`src/rtl/mbox_pkg.sv`:
```
package mbox_pkg;
  localparam int unsigned DATA_W  = 32;
  localparam int unsigned CMD_W   = 8;
  localparam int unsigned SUB_W   = 8;
  localparam int unsigned PARAM_W = 14;

  typedef enum logic {
    ADDR_CMD  = 1'b0,
    ADDR_DATA = 1'b1
  } mbox_addr_e;
endpackage

```
`src/rtl/mbox_cmd_reg.sv`:
```
module mbox_cmd_reg #(
  parameter int unsigned DATA_W  = 32,
  parameter int unsigned CMD_W   = 8,
  parameter int unsigned SUB_W   = 8,
  parameter int unsigned PARAM_W = 14
) (
  input  logic               clk_i,
  input  logic               rst_ni,
  input  logic               wr_i,
  input  logic [DATA_W-1:0]  wdata_i,
  input  logic               ack_i,
  input  logic [CMD_W-1:0]   code_i,
  output logic               busy_o,
  output logic [CMD_W-1:0]   low_o,
  output logic [SUB_W-1:0]   sub_o,
  output logic [PARAM_W-1:0] param_o,
  output logic [DATA_W-1:0]  word_o
);
  localparam int unsigned SUB_LSB   = CMD_W;
  localparam int unsigned PARAM_LSB = CMD_W + SUB_W;
  localparam int unsigned BUSY_BIT  = DATA_W - 1;

  logic               busy_q;
  logic [CMD_W-1:0]   low_q;
  logic [SUB_W-1:0]   sub_q;
  logic [PARAM_W-1:0] param_q;
  logic               accept_wr;
  logic               finish;

  assign accept_wr = wr_i && !busy_q;
  assign finish    = ack_i && busy_q;

  always_ff @(posedge clk_i or negedge rst_ni) begin
    if (!rst_ni) begin
      busy_q  <= 1'b0;
      low_q   <= '0;
      sub_q   <= '0;
      param_q <= '0;
    end else if (accept_wr) begin
      busy_q  <= wdata_i[BUSY_BIT];
      low_q   <= wdata_i[CMD_W-1:0];
      sub_q   <= wdata_i[SUB_LSB +: SUB_W];
      param_q <= wdata_i[PARAM_LSB +: PARAM_W];
    end else if (finish) begin
      busy_q <= 1'b0;
      low_q  <= code_i;
    end
  end

  logic unused_bits;
  assign unused_bits = ^wdata_i[BUSY_BIT-1 : PARAM_LSB+PARAM_W];

  always_comb begin
    word_o = '0;
    word_o[BUSY_BIT]                = busy_q;
    word_o[PARAM_LSB +: PARAM_W]    = param_q;
    word_o[SUB_LSB +: SUB_W]        = sub_q;
    word_o[CMD_W-1:0]               = low_q;
  end

  assign busy_o  = busy_q;
  assign low_o   = low_q;
  assign sub_o   = sub_q;
  assign param_o = param_q;

  AST_DOORBELL_STARTS: assert property (@(posedge clk_i) disable iff (!rst_ni)
    (wr_i && !busy_o && wdata_i[BUSY_BIT]) |=> (busy_o && low_o == $past(wdata_i[CMD_W-1:0]))) else $error("doorbell");
  AST_ACK_CLEARS: assert property (@(posedge clk_i) disable iff (!rst_ni)
    (ack_i && busy_o) |=> (!busy_o && low_o == $past(code_i))) else $error("ack");
  AST_FIELDS_HELD: assert property (@(posedge clk_i) disable iff (!rst_ni)
    (busy_o && !ack_i) |=> ($stable(low_o) && $stable(sub_o) && $stable(param_o) && busy_o)) else $error("held");
  AST_IDLE_ACK: assert property (@(posedge clk_i) disable iff (!rst_ni)
    (!busy_o && !wr_i) |=> ($stable(word_o))) else $error("idle ack");
endmodule

```
`src/rtl/mbox_data_reg.sv`:
```
module mbox_data_reg #(
  parameter int unsigned DATA_W = 32,
  parameter int unsigned CMD_W  = 8
) (
  input  logic              clk_i,
  input  logic              rst_ni,
  input  logic              busy_i,
  input  logic              wr_i,
  input  logic [DATA_W-1:0] wdata_i,
  input  logic              ack_i,
  input  logic [CMD_W-1:0]  code_i,
  input  logic [DATA_W-1:0] resp_i,
  output logic [DATA_W-1:0] data_o
);
  logic [DATA_W-1:0] data_q;
  logic              load_resp;

  assign load_resp = busy_i && ack_i && (code_i == '0);

  always_ff @(posedge clk_i or negedge rst_ni) begin
    if (!rst_ni)                data_q <= '0;
    else if (load_resp)         data_q <= resp_i;
    else if (wr_i && !busy_i)   data_q <= wdata_i;
  end

  assign data_o = data_q;

  AST_RESP_LOADED: assert property (@(posedge clk_i) disable iff (!rst_ni)
    (busy_i && ack_i && code_i == '0) |=> (data_o == $past(resp_i))) else $error("resp");
  AST_FAIL_KEEPS: assert property (@(posedge clk_i) disable iff (!rst_ni)
    (busy_i && ack_i && code_i != '0) |=> $stable(data_o)) else $error("fail keep");
  AST_BUSY_WR_DROP: assert property (@(posedge clk_i) disable iff (!rst_ni)
    (busy_i && !ack_i) |=> $stable(data_o)) else $error("busy drop");
endmodule

```
`src/rtl/mbox_target.sv`:
```
module mbox_target
  import mbox_pkg::*;
(
  input  logic               clk_i,
  input  logic               rst_ni,
  input  logic               host_we_i,
  input  logic               host_addr_i,
  input  logic [DATA_W-1:0]  host_wdata_i,
  output logic [DATA_W-1:0]  host_rdata_o,
  output logic               hnd_req_o,
  output logic [CMD_W-1:0]   hnd_cmd_o,
  output logic [SUB_W-1:0]   hnd_sub_o,
  output logic [PARAM_W-1:0] hnd_param_o,
  output logic [DATA_W-1:0]  hnd_data_o,
  input  logic               hnd_ack_i,
  input  logic [CMD_W-1:0]   hnd_code_i,
  input  logic [DATA_W-1:0]  hnd_resp_i
);
  logic              busy;
  logic              wr_cmd;
  logic              wr_data;
  logic [DATA_W-1:0] cmd_word;
  logic [DATA_W-1:0] data_word;

  assign wr_cmd  = host_we_i && (host_addr_i == ADDR_CMD);
  assign wr_data = host_we_i && (host_addr_i == ADDR_DATA);

  mbox_cmd_reg #(
    .DATA_W(DATA_W), .CMD_W(CMD_W), .SUB_W(SUB_W), .PARAM_W(PARAM_W)
  ) u_cmd (
    .clk_i   (clk_i),
    .rst_ni  (rst_ni),
    .wr_i    (wr_cmd),
    .wdata_i (host_wdata_i),
    .ack_i   (hnd_ack_i),
    .code_i  (hnd_code_i),
    .busy_o  (busy),
    .low_o   (hnd_cmd_o),
    .sub_o   (hnd_sub_o),
    .param_o (hnd_param_o),
    .word_o  (cmd_word)
  );

  mbox_data_reg #(
    .DATA_W(DATA_W), .CMD_W(CMD_W)
  ) u_data (
    .clk_i   (clk_i),
    .rst_ni  (rst_ni),
    .busy_i  (busy),
    .wr_i    (wr_data),
    .wdata_i (host_wdata_i),
    .ack_i   (hnd_ack_i),
    .code_i  (hnd_code_i),
    .resp_i  (hnd_resp_i),
    .data_o  (data_word)
  );

  assign hnd_req_o    = busy;
  assign hnd_data_o   = data_word;
  assign host_rdata_o = (host_addr_i == ADDR_DATA) ? data_word : cmd_word;

  AST_REQ_DATA_HELD: assert property (@(posedge clk_i) disable iff (!rst_ni)
    (hnd_req_o && !hnd_ack_i) |=> $stable(hnd_data_o)) else $error("req data");
  AST_NO_START_CLR: assert property (@(posedge clk_i) disable iff (!rst_ni)
    (!hnd_req_o && wr_cmd && !host_wdata_i[DATA_W-1]) |=> !hnd_req_o) else $error("no start");
  AST_IDLE_DATA_WR: assert property (@(posedge clk_i) disable iff (!rst_ni)
    (!hnd_req_o && wr_data) |=> (hnd_data_o == $past(host_wdata_i))) else $error("data wr");
endmodule

```
`config.mk`:
```
export PLATFORM = sky130hd
export DESIGN_NAME = mbox_target
export DESIGN_NICKNAME = d
export VERILOG_FILES = /design/src/rtl/mbox_pkg.sv /design/src/rtl/mbox_cmd_reg.sv /design/src/rtl/mbox_data_reg.sv /design/src/rtl/mbox_target.sv
export SDC_FILE = /design/constraint.sdc
export NUM_CORES = 1
export LEC_CHECK = 0
export BUFFER_PORTS_ARGS = -buffer_cell sky130_fd_sc_hd__buf_2
export CAP_MARGIN = 20
export CORE_MARGIN = 5
export CORE_UTILIZATION = 49
export DETAILED_ROUTE_END_ITERATION = 7
export MAX_ROUTING_LAYER = met4
export PLACE_DENSITY = 0.91
export SLEW_MARGIN = 20
export SYNTH_ARGS = -nofsm -noshare
export SYNTH_HDL_FRONTEND = slang
export SYNTH_SLANG_ARGS = --single-unit
```
`constraint.sdc`:
```
create_clock -name clk_i -period 3.2 [get_ports clk_i]
set_input_delay 0.16 -clock clk_i [delete_from_list [all_inputs] [get_ports clk_i]]
set_output_delay 0.16 -clock clk_i [all_outputs]
set_load 0.03 [all_outputs]
```
==> metrics.md, run 1 <==
| Metric | Value |
|---|---|
| # fillers | around 530 |
| Largest net degree at the start of global routing | between 40 and 50 |
| Antenna-violating nets left | 0 |
| Power Total | a little over 3 mW |
| Hold Path Class | in2reg |
| Status | complete, no violations |
| Synth Area in Compound Gates | under 10% |
| M2 GR Usage | around a third |
| DIE AREA | between 8000 and 9000 µm² |
| Final Net Count | between 400 and 500 |
| Fraction of power consumed by the clock network | between 20% and 30% |
| Hold Crit Depth | 3 |
| GRT busiest layer | met2 |
| Gr usage total | between 20% and 30% |
| Yosys cell types | 20 |
| Iteration-0 DRC Markers | 60 |
| Required time worst endpoint | 3.40 ns |
| Max Cap Violations | 0 |
| Routed via count | about 2600 |
| Reg2Reg Depth | 2 |
| Routed WL | approximately 8.5 mm |
| Drt wl/cell | about 18 µm |
| Antenna violations before repair | 0 |
| Leading post-synthesis cells by cell area | dfrtp_1 (47%), mux2_2 (19%), mux2_4 (13%) |
| Detailed Routing Iterations Pass 1 | 4 |
| Startpoint class of the critical path | flop |
| Critical path fanouts, max | 32 |
| Final hold vios | 0 |
| Worst-skew pair later-pin latency | approximately 0.32 ns |
| Hold Slack | approximately 0.058 ns |
| Xor/xnor share of the synthesized area | 0% |
| Vert. Die Dim | 92.7 µm |
| DRC violations left | 0 |
| H-tree depth | 3 |
| Max-Slew Margin vs Limit | 43.4% |
| GPL Wtd Cong | 0.793 |
| Mux cell area share after synthesis | roughly 43% |
| Row count | 30 |
| Worst path arrival time | between 2 and 2.5 ns |
| Area Growth Syn to Fin | 34.2% |
| FMAX | roughly 0.5 GHz |
| Clock-pin slew on the worst setup and hold paths | around 0.06 ns |
| I/O pin count | 172 |
| Ratio of cells with drive above 1 in the final layout | a little over two thirds |
| Tightest Pin Transition | around 0.85 ns |
| Syn Nets | between 300 and 400 |
| Crit. End Element | flop |
| Internal | approximately 1.9 mW |
| Comb power frac | about two fifths |
| Final period util | between 60% and 70% |
| Clock Tree Root | clkbuf_8 |
| Met3 usage | 4.06% |
| # diodes | 0 |
| Clk sinks | 63 |
| Setup violators final | 0 |
| Max VDD drop | ~320 µV |
| Switch share | ~38% |
| Yosys top cell area share | 47.0% |
| Total CTS buffers | 9 |
| Cell area after synthesis | between 3000 and 4000 µm² |
| Critical path class | reg2reg |
| Commonest non-fill, non-tap cell in the layout | buf_2 |
| Most frequent cells in the layout | buf_2 (171), dfrtp_1 (63), mux2_2 (56), mux2_1 (30), mux2_4 (30) |
| Initial Util | about 50% |
| Synth Area in Adders | 0% |
| Clock skew | 0.00677 ns |
| Sequential power share | between 30% and 40% |
| DR vias/cell | approximately 5.3 |
| Dpl hpwl | approximately 6.5 mm |
| Largest family of logic cells by synthesized area | multiplexers |
| Ys Warns | 0 |
| Core ar. | around 6700 µm² |
| Final min period | 2.03 ns |
| TNS Setup | 0 ns |
| #FFs+latches synth | 63 |
| PD cells | approximately 680 nW/µm² |
| RSZ-0062 raised after global routing | false |
| Die width | 92.7 µm |
| M1 GR Usage | 24.7% |
| Max-slew violation count | 0 |
| Remaining Overflow, GRT | 0 |
| Clk buf depth | 2 |
| Number of global-route vias before repair | between 2000 and 3000 |
| IO buf count | 171 |
| Mapped Avg Cell Area | 14.9 µm² |
| Simple logic cell fraction of the synthesized area | 4.07% |
| Leak pwr | approximately 2.3 nW |
| Sequential fraction of the synthesis area | between 40 and 50% |
| Yosys top cell by area | dfrtp_1 |
| CTS tree | yes |
| Postcts setup bufs | 0 |
| Switching power | 1.17 mW |
| Global-route wire length before repair | between 10 and 15 mm |
| Syn Inst Count | between 200 and 250 |
## critical path, cell delays in order, from the launching register on
cell and delay [ns]:
dfrtp_1 0.61, nand4_4 0.74, mux2_4 0.55
## Yosys cell counts (all sizes together)
| cell type | n |
|---|---|
| nor3b | 1 |
| nor4 | 2 |
| and2 | 1 |
| buf | 13 |
| o21ai | 5 |
| a221o | 5 |
| inv | 1 |
| nand4 | 1 |
| a21oi | 1 |
| and3 | 5 |
| nand2 | 6 |
| nand3b | 1 |
| mux2 | 116 |
| clkbuf | 1 |
| mux2i | 3 |
| dfrtp | 63 |
## final cells by class
type | count | area, µm² | area share (%)
sequential | 63 | 1580 | 35.0
inverter | 1 | 3.75 | 0.0834
multi-input combinational | 147 | 1680 | 37.3
clock buffer | 13 | 159 | 3.53
clock inverter | 3 | 65.1 | 1.45
tap | 80 | 100 | 2.23
timing repair buffer | 177 | 916 | 20.4
## cell families after synthesis
group,Yosys count
simple gates,17
mux,119
buf+inv,15
flops,63
compound gates,11
## flip-flops by register name, indices dropped and copies added (netlist names)
name / cells
u_data.data_o: 32
u_cmd.low_o: 8
u_cmd.busy_o: 1
u_cmd.sub_o: 8
u_cmd.param_o: 14
## path summary, 6_finish.rpt
kind	start	endpoint	slack, ns
worst max register to register	u_cmd.busy_o	u_data.data_o[16]	1.17
worst min register to register	u_cmd.param_o[4]	u_cmd.param_o[4]	0.53
max in group asynchronous	rst_ni	u_cmd.sub_o[7]	2.09
worst max-delay path	u_cmd.busy_o	u_data.data_o[16]	1.17
min in group asynchronous	rst_ni	u_cmd.param_o[10]	0.29
worst min-delay path	host_wdata_i[1]	u_cmd.low_o[1]	0.06
## stage by stage
stage / area (µm²) / setup WS [ns] / util [%] / std cells
after floorplan: 3350 / 1.49 / - / 225
after global placement: 4240 / 1.20 / 63.2 / 466
after detailed placement: 4240 / 1.15 / 63.2 / 466
after CTS: 4470 / 1.15 / 66.5 / 482
after global routing: 4500 / 1.03 / 66.9 / 484
final: 4500 / 1.17 / 66.9 / 484
## metal layers
metal  up-vias  part of all wire (%)
li1       1183                     -
met1      1270                    41
met2       111                    51
met3        15                   6.5
met4         0                   1.6
met5         -                     0
## power groups by stage
| stage | clock, mW | combinational, mW | sequential [mW] |
|---|---|---|---|
| 2_1_floorplan | 0 | 0.562 | 1.38 |
| 3_3_place_gp | 0 | 1.22 | 1.07 |
| 3_5_place_dp | 0 | 1.24 | 1.09 |
| 4_1_cts | 0.790 | 1.24 | 1.08 |
| 5_1_grt | 0.817 | 1.31 | 1.10 |
| 6_report | 0.769 | 1.23 | 1.08 |
## what timing repair did
| item | 4_1_cts | 5_1_grt |
|---|---|---|
| hold endpoints to repair | 0 | 16 |
| hold buffers | 0 | 1 |
| resized for setup | 0 | 0 |
(Power assumes the default switching activity.)
==> inputs of run 2 (changes only) <==
CORE_UTILIZATION = 41   (was 49)
PLACE_DENSITY = 0.82   (was 0.91)
clock period = 1.7 ns   (was 3.2 ns; I/O delays follow)
==> metrics.md, run 2 (synthesized netlist as in run 1, its figures left out) <==
| Metric | Value |
|---|---|
| Max-Slew Margin vs Limit | 76.3% |
| Switch share | 40.2% |
| Final design utilization | about 63% |
| CTS tree | yes |
| Vert. Die Dim | between 100 and 150 µm |
| Comb power frac | roughly 44% |
| Max incr delay on CP | 0.43 ns |
| Hold_sp | host_wdata_i[14] |
| Iteration-0 DRC Markers | 43 |
| Worst path arrival time | 1.78 ns |
| Clk sinks | 63 |
| GPL Wtd Cong | between 0.7 and 0.8 |
| Total CTS buffers | 9 |
| Required time worst endpoint | 1.91 ns |
| Startpoint class of the critical path | flop |
| Final Net Count | 535 |
| Max reg flops | 32 |
| CP Buf/Inv Count | 1 |
| Row count | 33 |
| Drt wl/cell | 17.3 µm |
| Most frequent cells in the layout | buf_2 (171), dfrtp_1 (63), dlygate4sd3_1 (57), mux2_2 (56) |
| Setup violators final | 0 |
| Hold Path Class | in2reg |
| Initial Util | between 40% and 50% |
| Clock skew | roughly 0.01 ns |
| Multi-input logic area | between 1500 and 2000 µm² |
| Critical path's slowest cell | dfrtp_1 |
| Critical path fanouts, max | 32 |
| Commonest non-fill, non-tap cell in the layout | buf_2 |
| Max Cap Violations | 0 |
| Worst-skew pair later-pin latency | approximately 0.33 ns |
| Internal | about 3.3 mW |
| # diodes | 0 |
| Routed WL | just under 10 mm |
| Reg2Reg Depth | 4 |
| Switching power | about 2.3 mW |
| Detailed Routing Iterations Pass 1 | 4 |
| DRC violations left | 0 |
| Clock Tree Root | clkbuf_8 |
| Critical path class | reg2reg |
| DR vias/cell | 5.01 |
| IO buf count | roughly 170 |
| Crit-path leading delay family | multiplexers |
| Max VDD drop | 647 µV |
| Gr usage total | between 20% and 30% |
| Dpl hpwl | between 6 and 7 mm |
| Number of global-route vias before repair | roughly 3200 |
| FF-to-FF End | u_data.data_o[19] |
| R2r setup slk | 0.13 ns |
| Antenna violations before repair | 0 |
| Status | complete, no violations |
| PD cells | 1100 nW/µm² |
| Fraction of power consumed by the clock network | 19.8% |
| Final hold vios | 0 |
| Area Growth Syn to Fin | 52.2% |
| Core ar. | between 8000 and 9000 µm² |
| Sequential power share | between 30% and 40% |
| DIE AREA | between 10000 and 15000 µm² |
| Critical Path, Cell by Cell | nand3b_4, buf_12, mux2_1, mux2_4 |
| Hold Crit Depth | 2 |
| R2R Path Start | u_cmd.busy_o |
| Largest net degree at the start of global routing | 64 |
| Max-slew violation count | 0 |
| Antenna-violating nets left | 0 |
| Clock-pin slew on the worst setup and hold paths | 0.07 ns |
| Die width | approximately 100 µm |
| Ratio of cells with drive above 1 in the final layout | between 60% and 70% |
| Hold Path End | u_cmd.sub_o[6] |
| Remaining Overflow, GRT | 0 |
| Leak pwr | between 2 and 3 nW |
| Reg area | about 1600 µm² |
| # fillers | 637 |
| Tightest Pin Transition | ~0.36 ns |
| Crit. End Element | flop |
| TNS Setup | 0 ns |
| Final min period | approximately 1.6 ns |
| H-tree depth | 3 |
| Global-route wire length before repair | 15.5 mm |
| Power Total | around 5.6 mW |
| I/O pin count | between 150 and 200 |
| RSZ-0062 raised after global routing | false |
| Final period util | 92.5% |
| FMAX | 0.636 GHz |
| Clk buf depth | 2 |
| Routed via count | between 2000 and 3000 |
[run 2: cell types whose count changed in the layout (fill, tap and decap cells not counted)]
cell           before  now
dlygate4sd3_1       1   57
clkinvlp_4          0    1
bufinv_16           2    0
clkbuf_1            2    1
clkbuf_8           11   10
buf_12              1    5
buf_4               4    3
clkinv_2            1    3
[run 2: routing by layer]
layer  wire [µm]  track usage [%]  part of all wire (%)  vias to the layer above
li1            -                -                     -                     1294
met1        3900             22.3                    40                     1405
met2        5160             35.3                    53                      126
met3         621             3.75                   6.3                       15
met4         114             7.88                   1.2                        0
met5           0                -                     0                        -
[run 2: worst max-delay path by stage]
stage / start / to / slack (ns) / cells after the start
floorplan: u_cmd.busy_o / u_cmd.param_o[10] / 0.006 / 4
global placement: u_cmd.busy_o / u_data.data_o[31] / 0.19 / 4
detailed placement: u_cmd.busy_o / u_data.data_o[19] / 0.14 / 4
CTS: u_cmd.busy_o / u_data.data_o[19] / 0.12 / 4
global route: u_cmd.busy_o / host_rdata_o[31] / 0.07 / 4
finish: u_cmd.busy_o / u_data.data_o[19] / 0.13 / 4
[run 2: what timing repair did]
item,CTS,global route
gates resized for setup,0,0
endpoints found under the hold margin,119,0
hold buffers,57,0
setup buffers,0,0
[run 2: per-stage QoR]
stage	instances	hold slack, ns	area [µm²]	setup WS, ns
floorplan	225	-0.211	3350	0.00644
global placement	495	0.119	4370	0.186
detailed placement	495	0.125	4370	0.138
CTS	567	0.000280	5100	0.121
global route	567	0.00243	5100	0.0687
finish	567	0.0186	5100	0.128
[run 2: cell type report]
cell class / instances / area share [%]
tap: 105 / 2.57
multi-input combinational: 147 / 32.9
clock inverter: 4 / 0.441
inverter: 1 / 0.0736
sequential: 63 / 30.9
timing repair buffer: 236 / 30.4
clock buffer: 11 / 2.77
[run 2: power groups by stage]
stage,logic (mW),registers [mW],clock network (mW)
finish,2.47,2.02,1.11
global placement,2.32,2.02,0
CTS,2.47,2.02,1.14
detailed placement,2.36,2.04,0
global route,2.60,2.06,1.20
floorplan,1.06,2.60,0
==> inputs of run 3 (changes only) <==
CELL_PAD_IN_SITES_DETAIL_PLACEMENT = 0   (was unset)
CELL_PAD_IN_SITES_GLOBAL_PLACEMENT = 1   (was unset)
CORE_UTILIZATION = 32   (was 41)
GPL_ROUTABILITY_DRIVEN = 0   (was unset)
PLACE_DENSITY = 0.83   (was 0.82)
==> metrics.md, run 3 (synthesized netlist as in run 1, its figures left out) <==
| Metric | Value |
|---|---|
| Status | complete, no violations |
| Number of global-route vias before repair | 3095 |
| Final Net Count | about 540 |
| # diodes | 0 |
| R2r setup slk | approximately 0.14 ns |
| Gr usage total | between 10% and 20% |
| Critical path fanouts, max | 24 |
| Required time worst endpoint | 1.92 ns |
| Reg2Reg Depth | 4 |
| Max VDD drop | about 470 µV |
| Area Growth Syn to Fin | 55.4% |
| Vert. Die Dim | between 100 and 150 µm |
| Largest net degree at the start of global routing | 64 |
| R2R Path Start | u_cmd.busy_o |
| Global-route wire length before repair | around 16 mm |
| Hold Crit Depth | 3 |
| Initial Util | between 30% and 40% |
| Leak pwr | approximately 2.6 nW |
| Iteration-0 DRC Markers | between 70 and 80 |
| DRC violations left | 0 |
| Total CTS buffers | 9 |
| CTS tree | yes |
| Max-slew violation count | 0 |
| DR vias/cell | between 4 and 5 |
| Commonest non-fill, non-tap cell in the layout | buf_2 |
| Remaining Overflow, GRT | 0 |
| Critical path class | reg2reg |
| FMAX | around 0.64 GHz |
| Max Cap Violations | 0 |
| TNS Setup | 0 ns |
| Row count | 37 |
| Reg area | roughly 1600 µm² |
| Most frequent cells in the layout | buf_2 (171), dfrtp_1 (63), dlygate4sd3_1 (61), mux2_2 (56) |
| Critical Path, Cell by Cell | nand3b_4, buf_12, mux2_1, mux2_4 |
| Clk sinks | 63 |
| Clock-pin slew on the worst setup and hold paths | ~0.070 ns |
| DIE AREA | roughly 13000 µm² |
| Hold_buf cts | 60 |
| Final min period | around 1.6 ns |
| I/O pin count | 172 |
| Final hold vios | 0 |
| Hold Path End | u_cmd.busy_o |
| Routed via count | approximately 2800 |
| Critical path's slowest cell | dfrtp_1 |
| Clk buf depth | 2 |
| Ratio of cells with drive above 1 in the final layout | 61.2% |
| Worst-skew pair later-pin latency | 0.33 ns |
| Detailed Routing Iterations Pass 1 | 4 |
| FF-to-FF End | u_data.data_o[23] |
| Max incr delay on CP | 0.45 ns |
| Core ar. | between 10000 and 15000 µm² |
| Clock Tree Root | clkbuf_8 |
| Dpl hpwl | between 6 and 7 mm |
| Max reg flops | 32 |
| Routed WL | around 10 mm |
| Drt wl/cell | 16.2 µm |
| # fillers | 928 |
| Crit-path leading delay family | multiplexers |
| CP Buf/Inv Count | 1 |
| Hold Slack | roughly 0.014 ns |
| RSZ-0062 raised after global routing | false |
| Antenna violations before repair | 0 |
| Startpoint class of the critical path | flop |
| CTS resizes | 0 |
| Antenna-violating nets left | 0 |
| PD cells | 1110 nW/µm² |
| Hold_sp | host_wdata_i[31] |
| IO buf count | between 150 and 200 |
| Setup violators final | 0 |
| Multi-input logic area | 1680 µm² |
| Final period util | 91.8% |
| Tightest Pin Transition | ~0.37 ns |
| Max-Slew Margin vs Limit | between 70% and 80% |
| Worst path arrival time | between 1.5 and 2 ns |
| Clock skew | ~0.0063 ns |
| Postcts setup bufs | 0 |
| Die width | around 110 µm |
| Hold Path Class | in2reg |
| Crit. End Element | flop |
| H-tree depth | 3 |
[run 3: changes by cell type in the layout (fill, tap and decap cells not counted)]
cell / before / now
buf_12: 5 / 4
clkbuf_1: 1 / 2
bufinv_16: 0 / 1
dlygate4sd3_1: 57 / 61
clkinvlp_4: 1 / 0
buf_4: 3 / 6
[run 3: metrics by stage]
step           total power [mW]  util (%)  cell area, µm²  instances  setup WS, ns
5_1_grt                    6.07      50.7            5210        605        0.0499
6_report                   5.76      50.7            5210        605         0.140
4_1_cts                    5.81      50.6            5200        604         0.123
3_3_place_gp               4.36      42.9            4410        528         0.185
2_1_floorplan              3.65         -            3350        225       0.00644
3_5_place_dp               4.41      42.9            4410        528         0.140
[run 3: how the worst max path moves through the flow]
stage               slack, ns         start                end  depth (start not counted)
floorplan               0.006  u_cmd.busy_o  u_cmd.param_o[10]                          4
global placement         0.19  u_cmd.busy_o   u_data.data_o[0]                          4
detailed placement       0.14  u_cmd.busy_o  u_data.data_o[23]                          4
CTS                      0.12  u_cmd.busy_o  u_data.data_o[29]                          4
global route             0.05  u_cmd.busy_o   u_data.data_o[0]                          4
finish                   0.14  u_cmd.busy_o  u_data.data_o[23]                          4
[run 3: area by class of cell]
class	count	area share, %
multi-input combinational	147	32.2
clock buffer	12	2.79
tap	136	3.27
inverter	1	0.0720
clock inverter	4	0.865
timing repair buffer	242	30.5
sequential	63	30.3
[run 3: metal layers]
layer  track usage, %  part of all wire [%]  up-vias
met2             27.4                    52      111
li1                 -                     -     1307
met3             4.15                   6.4        8
met5                -                     0        -
met1             18.8                    41     1349
met4             4.01                  0.94        0
[run 3: where the power goes]
part / total (mW) / internal [mW] / switching (mW)
Clock: 1.27 / 0.711 / 0.556
Combinational: 2.47 / 1.01 / 1.46
Sequential: 2.02 / 1.79 / 0.228
[run 3: worst register-to-register path, cell delays in order, from the launching register on]
cell and delay [ns]:
dfrtp_1 0.45, nand3b_4 0.19, buf_12 0.19, mux2_1 0.36, mux2_4 0.26
